### src/rtl/adc_bank_pkg.sv
package adc_bank_pkg;
  localparam int NREG      = 16;
  localparam int NCH       = 16;
  localparam int RES_W     = 12;
  localparam int ACC_CNT_W = 2;
  localparam int ACC_W     = RES_W + ACC_CNT_W;
  localparam int REG_IDX_W = $clog2(NREG);
  localparam int CH_IDX_W  = $clog2(NCH);

  typedef struct packed {
    logic [NREG-1:0] accept;  // result taken into the running sum
    logic [NREG-1:0] commit;  // running sum completes into the register
    logic [NREG-1:0] shift;   // register n+1 moves down into register n
  } bank_strobe_t;
endpackage

### src/rtl/arb_ctrl.sv
module arb_ctrl
  import adc_bank_pkg::*;
(
  input  logic                       clk,
  input  logic                       rstN,
  input  logic                       resValid,
  input  logic [CH_IDX_W-1:0]        resChan,
  input  logic [NCH*REG_IDX_W-1:0]   chRoute,
  input  logic [NREG*ACC_CNT_W-1:0]  accCfg,
  input  logic [NREG-1:0]            chainEn,
  input  logic [NREG-1:0]            holdEn,
  input  logic                       rdStrobe,
  input  logic [REG_IDX_W-1:0]       rdIdx,
  output bank_strobe_t               strobes,
  output logic [NREG-1:0]            regValid,
  output logic [NREG-1:0]            newEvent,
  output logic [NREG-1:0]            overrun
);
  logic [REG_IDX_W-1:0] target;
  logic [NREG-1:0] hit, rdHit, moveOut, occupied;
  logic [NREG-1:0] acceptV, commitV, shiftV;

  // Look up the destination register and decode the write and read targets.
  always_comb begin
    target = '0;
    for (int c = 0; c < NCH; c++)
      if (resChan == CH_IDX_W'(c)) target = chRoute[c*REG_IDX_W +: REG_IDX_W];
    hit   = '0;
    rdHit = '0;
    if (resValid) hit[target] = 1'b1;
    if (rdStrobe) rdHit[rdIdx] = 1'b1;
  end

  assign strobes = '{accept: acceptV, commit: commitV, shift: shiftV};

  for (genvar r = 0; r < NREG; r++) begin : g_reg
    logic [ACC_CNT_W-1:0] accProg;
    logic vld, ev, ovr;

    if (r < NREG - 1) begin : g_link
      assign shiftV[r] = chainEn[r] & ~vld & regValid[r+1] & ~rdHit[r+1] & ~hit[r];
    end else begin : g_end
      assign shiftV[r] = 1'b0;
    end
    if (r > 0) begin : g_out
      assign moveOut[r] = shiftV[r-1];
    end else begin : g_head
      assign moveOut[r] = 1'b0;
    end

    assign occupied[r] = vld & ~moveOut[r] & ~rdHit[r];
    assign acceptV[r]  = hit[r] & ~(holdEn[r] & occupied[r]);
    assign commitV[r]  = acceptV[r] & (accProg == accCfg[r*ACC_CNT_W +: ACC_CNT_W]);

    always_ff @(posedge clk) begin
      if (!rstN) begin
        accProg <= '0;
        vld     <= 1'b0;
        ev      <= 1'b0;
        ovr     <= 1'b0;
      end else begin
        if (commitV[r])      accProg <= '0;
        else if (acceptV[r]) accProg <= accProg + 1'b1;
        vld <= commitV[r] | shiftV[r] | occupied[r];
        ev  <= commitV[r];
        if (commitV[r] & occupied[r]) ovr <= 1'b1;
      end
    end

    assign regValid[r] = vld;
    assign newEvent[r] = ev;
    assign overrun[r]  = ovr;

    // a new-data pulse never appears without valid data
    p_event_valid_r3: assert property (@(posedge clk) disable iff (!rstN)
      newEvent[r] |-> regValid[r]);
    // the overrun flag is sticky
    p_overrun_sticky_r8: assert property (@(posedge clk) disable iff (!rstN)
      overrun[r] |=> overrun[r]);
    // a guarded full register that is not touched raises no pulse
    p_hold_blocks_r7: assert property (@(posedge clk) disable iff (!rstN)
      (holdEn[r] && regValid[r] && !(rdStrobe && rdIdx == REG_IDX_W'(r)) && !moveOut[r])
      |=> !newEvent[r]);
    // a strobed read empties the register unless new data lands in it
    p_read_clears_r6: assert property (@(posedge clk) disable iff (!rstN)
      (rdStrobe && rdIdx == REG_IDX_W'(r) && !commitV[r] && !shiftV[r]) |=> !regValid[r]);
  end
endmodule

### src/rtl/arb_datapath.sv
module arb_datapath
  import adc_bank_pkg::*;
(
  input  logic                 clk,
  input  logic                 rstN,
  input  bank_strobe_t         strobes,
  input  logic [RES_W-1:0]     resData,
  input  logic [REG_IDX_W-1:0] rdIdx,
  output logic [ACC_W-1:0]     rdData
);
  logic [ACC_W-1:0] resBus [NREG];

  for (genvar r = 0; r < NREG; r++) begin : g_reg
    localparam int SRC = (r < NREG - 1) ? r + 1 : r;
    logic [ACC_W-1:0] part, res, sum;

    assign sum = part + ACC_W'(resData);

    always_ff @(posedge clk) begin
      if (!rstN) begin
        part <= '0;
        res  <= '0;
      end else begin
        if (strobes.commit[r]) begin
          res  <= sum;
          part <= '0;
        end else begin
          if (strobes.accept[r]) part <= sum;
          if (strobes.shift[r])  res  <= resBus[SRC];
        end
      end
    end

    assign resBus[r] = res;

    // a chain step carries the upper register's value unchanged
    p_shift_copies_r9: assert property (@(posedge clk) disable iff (!rstN)
      strobes.shift[r] |=> res == $past(resBus[SRC]));
  end

  assign rdData = resBus[rdIdx];
endmodule

### src/rtl/adc_result_bank.sv
module adc_result_bank
  import adc_bank_pkg::*;
(
  input  logic                       clk,
  input  logic                       rstN,
  input  logic                       resValid,
  input  logic [CH_IDX_W-1:0]        resChan,
  input  logic [RES_W-1:0]           resData,
  input  logic [NCH*REG_IDX_W-1:0]   chRoute,
  input  logic [NREG*ACC_CNT_W-1:0]  accCfg,
  input  logic [NREG-1:0]            chainEn,
  input  logic [NREG-1:0]            holdEn,
  input  logic                       rdStrobe,
  input  logic [REG_IDX_W-1:0]       rdIdx,
  output logic [ACC_W-1:0]           rdData,
  output logic [NREG-1:0]            regValid,
  output logic [NREG-1:0]            newEvent,
  output logic [NREG-1:0]            overrun
);
  bank_strobe_t strobes;

  arb_ctrl u_ctrl (
    .clk(clk), .rstN(rstN), .resValid(resValid), .resChan(resChan),
    .chRoute(chRoute), .accCfg(accCfg), .chainEn(chainEn), .holdEn(holdEn),
    .rdStrobe(rdStrobe), .rdIdx(rdIdx), .strobes(strobes),
    .regValid(regValid), .newEvent(newEvent), .overrun(overrun)
  );

  arb_datapath u_dp (
    .clk(clk), .rstN(rstN), .strobes(strobes), .resData(resData),
    .rdIdx(rdIdx), .rdData(rdData)
  );
endmodule

### config.mk
export PLATFORM = sky130hd
export DESIGN_NAME = adc_result_bank
export DESIGN_NICKNAME = d
export VERILOG_FILES = /design/src/rtl/adc_bank_pkg.sv /design/src/rtl/arb_ctrl.sv /design/src/rtl/arb_datapath.sv /design/src/rtl/adc_result_bank.sv
export SDC_FILE = /design/constraint.sdc
export NUM_CORES = 2
export LEC_CHECK = 0
export CORE_UTILIZATION = 50
export DETAILED_ROUTE_END_ITERATION = 12
export DONT_BUFFER_PORTS = 1
export GPL_TIMING_DRIVEN = 0
export PLACE_DENSITY = 0.78
export SYNTH_ARGS = -nofsm -noshare
export SYNTH_HDL_FRONTEND = slang
export SYNTH_SLANG_ARGS = --single-unit
### constraint.sdc
create_clock -name clk -period 2.6 [get_ports clk]
set_input_delay 0.13 -clock clk [delete_from_list [all_inputs] [get_ports clk]]
set_output_delay 0.13 -clock clk [all_outputs]
set_load 0.01 [all_outputs]
======== After elaboration in Yosys (flattened, before gate mapping) ========
Index checks and enable logic that the tools add are counted.
Widths: inputs -> output; s select.
operators by class
  equality and inequality tests ........... 31
  reductions and logical operators ........ 34
  add/sub/neg operators ................... 32
  bitwise gates (word level) .............. 265
  order comparisons ....................... 5
  mux-type cells .......................... 55
operator list
  operator             number
  $mux 14              32
  $add 14x12->14       16
  $and 1x1->1          155
  $not 1->1            78
  $mux 4               16
  $bmux 14 s4          1
  $add 2x1->2 const B  16
  $eq 2x2->1           16
  $eq 4x4->1 const B   8
  $mux 16              2
  $reduce_or 2->1      16
  $or 1x1->1           31
  $reduce_bool 2->1    15
  $eq 4x3->1 const B   4
  $lt 4x5->1 const B   2
  $demux 1 s4          2
  $eq 4x2->1 const B   2
  $ge 4x1->1 const B   2
  $ge 5x5->1 const B   1
  $not 4->5            1
  $eq 4x1->1 const B   1
  $logic_not 4->1      1
  $logic_and 1x1->1    2
  $mux 1               2
storage, ports and cells
  input bits .............................. 152
  bits in registers ....................... 528

======== Longest topological paths before layout ========
  depth after elaboration ................. 33
  gate-level depth with buffers ........... 14
  gate-level depth less buffers ........... 11

======== Modules after synthesis ========
A second synthesis with hierarchy kept.
second synthesis, totals
  cells, all modules ...................... 4014
  area total of the unflattened synthesis .. 34953.5 um^2
by module, submodules not included
  module        sequential area each (um^2)  area an instance (um^2)  instances  cells an instance
  arb_datapath  8968.6                       28926.5                  1          3267
  arb_ctrl      1601.5                       6027.0                   1          747

======== Worst setup path after synthesis ========
No wires, ideal clock.
  path kind ............................... input to register
  from .................................... input resData[1]
  to ...................................... register u_dp.g_reg[13].res[12]
  library setup time ...................... 0.126 ns
  buffers on the path ..................... 0
  stages .................................. 9
  setup slack ............................. -0.115 ns
  data required time ...................... 2.474 ns
  arrival ................................. 2.589 ns
  cell sequence ........................... inv_1 fa_1 nor2b_1 o31a_1 o41ai_1 o21ai_0 o41ai_1 xor2_1 o211ai_1
on the way
  longest elaborated chain between the ends .. 2
ends and longest elaborated chain
  element                 line                  RTL
  start: declaration      adc_result_bank.sv:8  input logic [RES_W-1:0] resData,
  $add 14x12->14          arb_datapath.sv:17    assign sum = part + ACC_W'(resData);
  $mux 14                 arb_datapath.sv:24    if (strobes.commit[r]) begin
  end signal: assignment  arb_datapath.sv:25    res <= sum;
  end signal: assignment  arb_datapath.sv:29    if (strobes.shift[r]) res <= resBus[SRC];
  end: declaration        arb_datapath.sv:15    logic [ACC_W-1:0] part, res, sum;
Every way passes these cells.
A chain may end at the register's enable or synchronous reset.

==> results <==
- The run finished, with violations left.
- The final reports fail on negative hold slack, negative setup slack.
- Summed over all layers, the routed wires come to between 100000 and 150000 µm.
- At the later pin of the worst-skew pair, clock insertion delay measures 0.64 ns.
- After layout, the worst setup slack is -0.131 ns.
- Clock-pin slew was measured on the worst setup and hold paths at approximately 0.06 ns.
- The number of placed instances, taps included, is 4648.
- The transition at the pin with the smallest max-transition slack is approximately 1.5 ns.
- The die is about 260 µm tall.
- The worst hold path belongs to the class primary input to register.
- Detailed placement ended at an HPWL of 91700 µm.
- The initial core utilization is between 50% and 60%.
- The sum of internal, switching and leakage power is between 20 and 25 mW.
- The synthesis-to-finish area growth is 13.3%.
- In the synthesized netlist, the number of instances is roughly 3.8k.
- Clock tree synthesis selected as its root buffer the cell clkbuf_16.
- The buffer depth of the longest clock path is 3.
- The count of buffers added on input and output ports is 0.
- For this run, the top clock speed supported by timing is 366 MHz.
- The via count of the first global-routing pass is 29.5k.
- The final-layout fill cell count is between 5k and 6k.
- The area enclosed by the die boundary is about 66000 µm².
- Data on the critical path arrives at its endpoint at 3.29 ns.
- In this run the horizontal extent of the chip is between 200 and 300 µm.
- After synthesis the netlist holds a flip-flop and latch count of between 500 and 600.
- The final max-slew violation count is 0.
- TritonCTS built the clock tree.
- The part of the cycle the worst path needs is 105%.
- The critical path start-end classification is primary input to register.
- The proportion of register bits with asynchronous set or reset after synthesis is 0%.
- The average vias per placed instance is between 6 and 7.
- The worst setup path is captured at a register.
- Setup total negative slack on the finished layout was measured at -0.448 ns.
- For this run, the leading register cell type out of synthesis is dfxtp_1.
- Leaving out fill and tap cells, the most frequent cells in the layout are 526 x dfxtp_1, 359 x nor2_1, 328 x nand2_1.
- After synthesis the cells add up to 32700 µm².
- After synthesis, flip-flops and latches occupy roughly a third of the total area.
- The number of nets handed over by synthesis was between 4k and 5k.
- For this run, the number of Yosys warnings is 0.
- The congestion estimate from routability-driven global placement came to 1.08.
- Clock tree synthesis inserted a total of 57 buffers.
- In this run the mean area of a mapped cell was 8.62 µm².
- The final standard cell utilization of the core is between 50% and 60%.
- IR analysis of the VDD net gives a maximum drop of 477 µV.
- The data required time of the worst path is roughly 3.2 ns.
- Final hold analysis gives a worst-case slack of -0.0257 ns.
- The largest individual stage delay along the critical path comes from the cell clkbuf_1.
- The longest individual stage delay on the worst path is approximately 1.2 ns.
- The global-route usage over all layers is between 30% and 40%.
- The overall overflow remaining after global route is 0.
- In the routed design, unresolved DRC markers number 0.
- The initial antenna violation count is 9.
- The number of failing setup endpoints in the final timing report is 10.
- The number of nets in the layout is about 4.3k.
- The final clock skew is around 0.022 ns.
- For this design the static power due to leakage is between 10 and 15 nW.
- The library cell used most frequently in the layout, excluding fill and tap cells, is dfxtp_1.
- The cell repeated most along the worst path is clkbuf_1.
- STA classifies the critical path startpoint as a primary input.
- The final cell area excluding filler cells is 37100 µm².
- The relative slew slack is less than 1%.
- The distinct cell type count after synthesis is 100.
- Max-cap violations in this run came to 0.
- The total vias in the final route is about 32k.
- The count of nets left with antenna violations once routing finished came out at 0.
- The detailed router's first-iteration violation count is 4328.
- The number of rows created at floorplan is 93.
- Setup repair after global routing could not meet its margin everywhere.
- Along the worst path, the maximum fanout reaches 10.
- The count of endpoints failing hold in the final timing report is 2.
- The wire length of the first global-routing pass is roughly 190000 µm.
- Entering global routing, the biggest net connects 18 pins.
- The first detailed-routing pass took 6 iterations.
- The post-route minimum period is approximately 2.7 ns.
- The cell area power density is between 500 and 600 nW/µm².
- The clock drives between 500 and 600 sinks.
- The floorplan step defined a core boundary enclosing around 65000 µm².
- The number of enable flip-flop cells after synthesis is 0.
- The wire length per cell is 26.6 µm.
- Traced cell by cell, the critical path runs through clkbuf_1 -> clkbuf_1 -> buf_1 -> nand2_1 -> o21ai_1.
- The depth of the CTS H-tree is 2.
- The I/O pin total is between 200 and 250.
- The worst setup slack after placement is -1.26 ns.
- The share of final-layout standard cells stronger than drive strength 1 is between 10% and 20%.
- For this run, the number of standard cells in the final layout without fillers is between 4k and 5k.
- The cell area reported after detailed placement is approximately 34000 µm².
[power breakdown]
part	switching, mW	total (mW)	internal [mW]	leakage, nW
Combinational	1.98	3.00	1.03	8.88
Clock	3.68	8.95	5.28	1.01
Sequential	0.101	8.31	8.21	4.26
Total	5.76	20.3	14.5	14.1
[routing by layer]
layer	GRT usage [%]	wire length, µm	vias to the layer above	part of all wire, %
li1	-	-	14100	-
met4	23.8	9490	8	7.4
met1	47.3	48400	15100	38
met3	10.8	17000	517	13
met2	54.9	53600	2164	42
met5	1.42	176	-	0.14
[Yosys cell counts, drive strengths merged, types with 10 or more instances]
cell type  count  area share, %
nand2        340            3.9
o2bb2ai       20           0.54
o31ai         11           0.29
mux2i        112            3.4
nand3        249            3.9
mux2          22           0.76
ha           192            7.3
o21a          80            1.8
a2bb2oi       10           0.27
nor4          13           0.27
a21oi        295            4.6
a21o          24           0.55
fa            16           0.98
nand3b        14           0.36
a22oi         95            2.2
a21boi        10           0.24
o31a          19           0.51
a31oi         68            1.3
dfxtp        528             32
a221o         15           0.46
a211oi        30           0.78
xnor2        163            4.4
nor3          76            1.3
o211ai        28           0.64
inv           85           0.98
or3           23           0.44
nand2b        41           0.78
buf          153            2.8
and2          30           0.57
clkbuf        89            1.0
nor2         367            4.3
mux4          73            5.0
or2           28           0.54
a311oi        24           0.70
xor2          78            2.1
nand4         32           0.63
o21ai        130            2.0
and3          46           0.88
nor2b         51           0.98
[worst paths after layout]
path,start,to,slack (ns),depth (start not counted)
worst max-delay path,rstN,u_ctrl.g_reg[14].ovr,-0.13,5
worst min-delay path,holdEn[7],u_dp.g_reg[7].part[11],-0.03,4
worst max register to register,u_dp.g_reg[9].part[0],u_dp.g_reg[9].res[12],-0.03,11
worst min register to register,u_dp.g_reg[15].part[4],u_dp.g_reg[15].part[4],0.46,2
[worst max-delay path: cells and delay by family]
kind | cells | cell delay [ns]
buf+inv | 3 | 2.64
simple gates | 1 | 0.30
compound gates | 1 | 0.21
[logic make-up (layout without fill, tap and decap cells)]
family / after synthesis / count (layout) / synth area share [%]
adder cells (fa/ha/maj): 208 / 208 / 8.33
AND/OR/NAND/NOR: 1330 / 1330 / 19.4
other: 0 / 10 / 0
buffers and inverters: 328 / 499 / 4.84
XOR/XNOR: 241 / 241 / 6.45
AO/OA/AOI/OAI: 951 / 951 / 19.5
flip-flops: 528 / 528 / 32.3
multiplexers: 207 / 207 / 9.21
[cell type report]
class	count	area [µm²]	share of cell area, %
sequential	528	10600	28.5
buffer	236	1320	3.56
timing repair buffer	70	668	1.80
tap	855	1070	2.89
multi-input combinational	2937	21100	56.8
clock buffer	81	1680	4.53
inverter	86	328	0.885
antenna	10	25.0	0.0675
clock inverter	26	340	0.919
[timing repair]
| action | 4_1_cts | 5_1_grt |
|---|---|---|
| buffers inserted | 15 | 23 |
| setup endpoints to repair | 472 | 418 |
| hold buffers | 31 | 1 |
| pin swaps | 6 | 33 |
| gates resized for setup | 50 | 138 |
| hold endpoints to repair | 89 | 1 |
[registers in the layout (all words and copies together) (netlist names)]
name,count
u_dp.g.part,224
u_ctrl.g.ovr,16
u_ctrl.g.accProg,32
u_ctrl.g.ev,16
u_ctrl.g.vld,16
u_dp.g.res,224
Power figures use the tool's default switching activity.
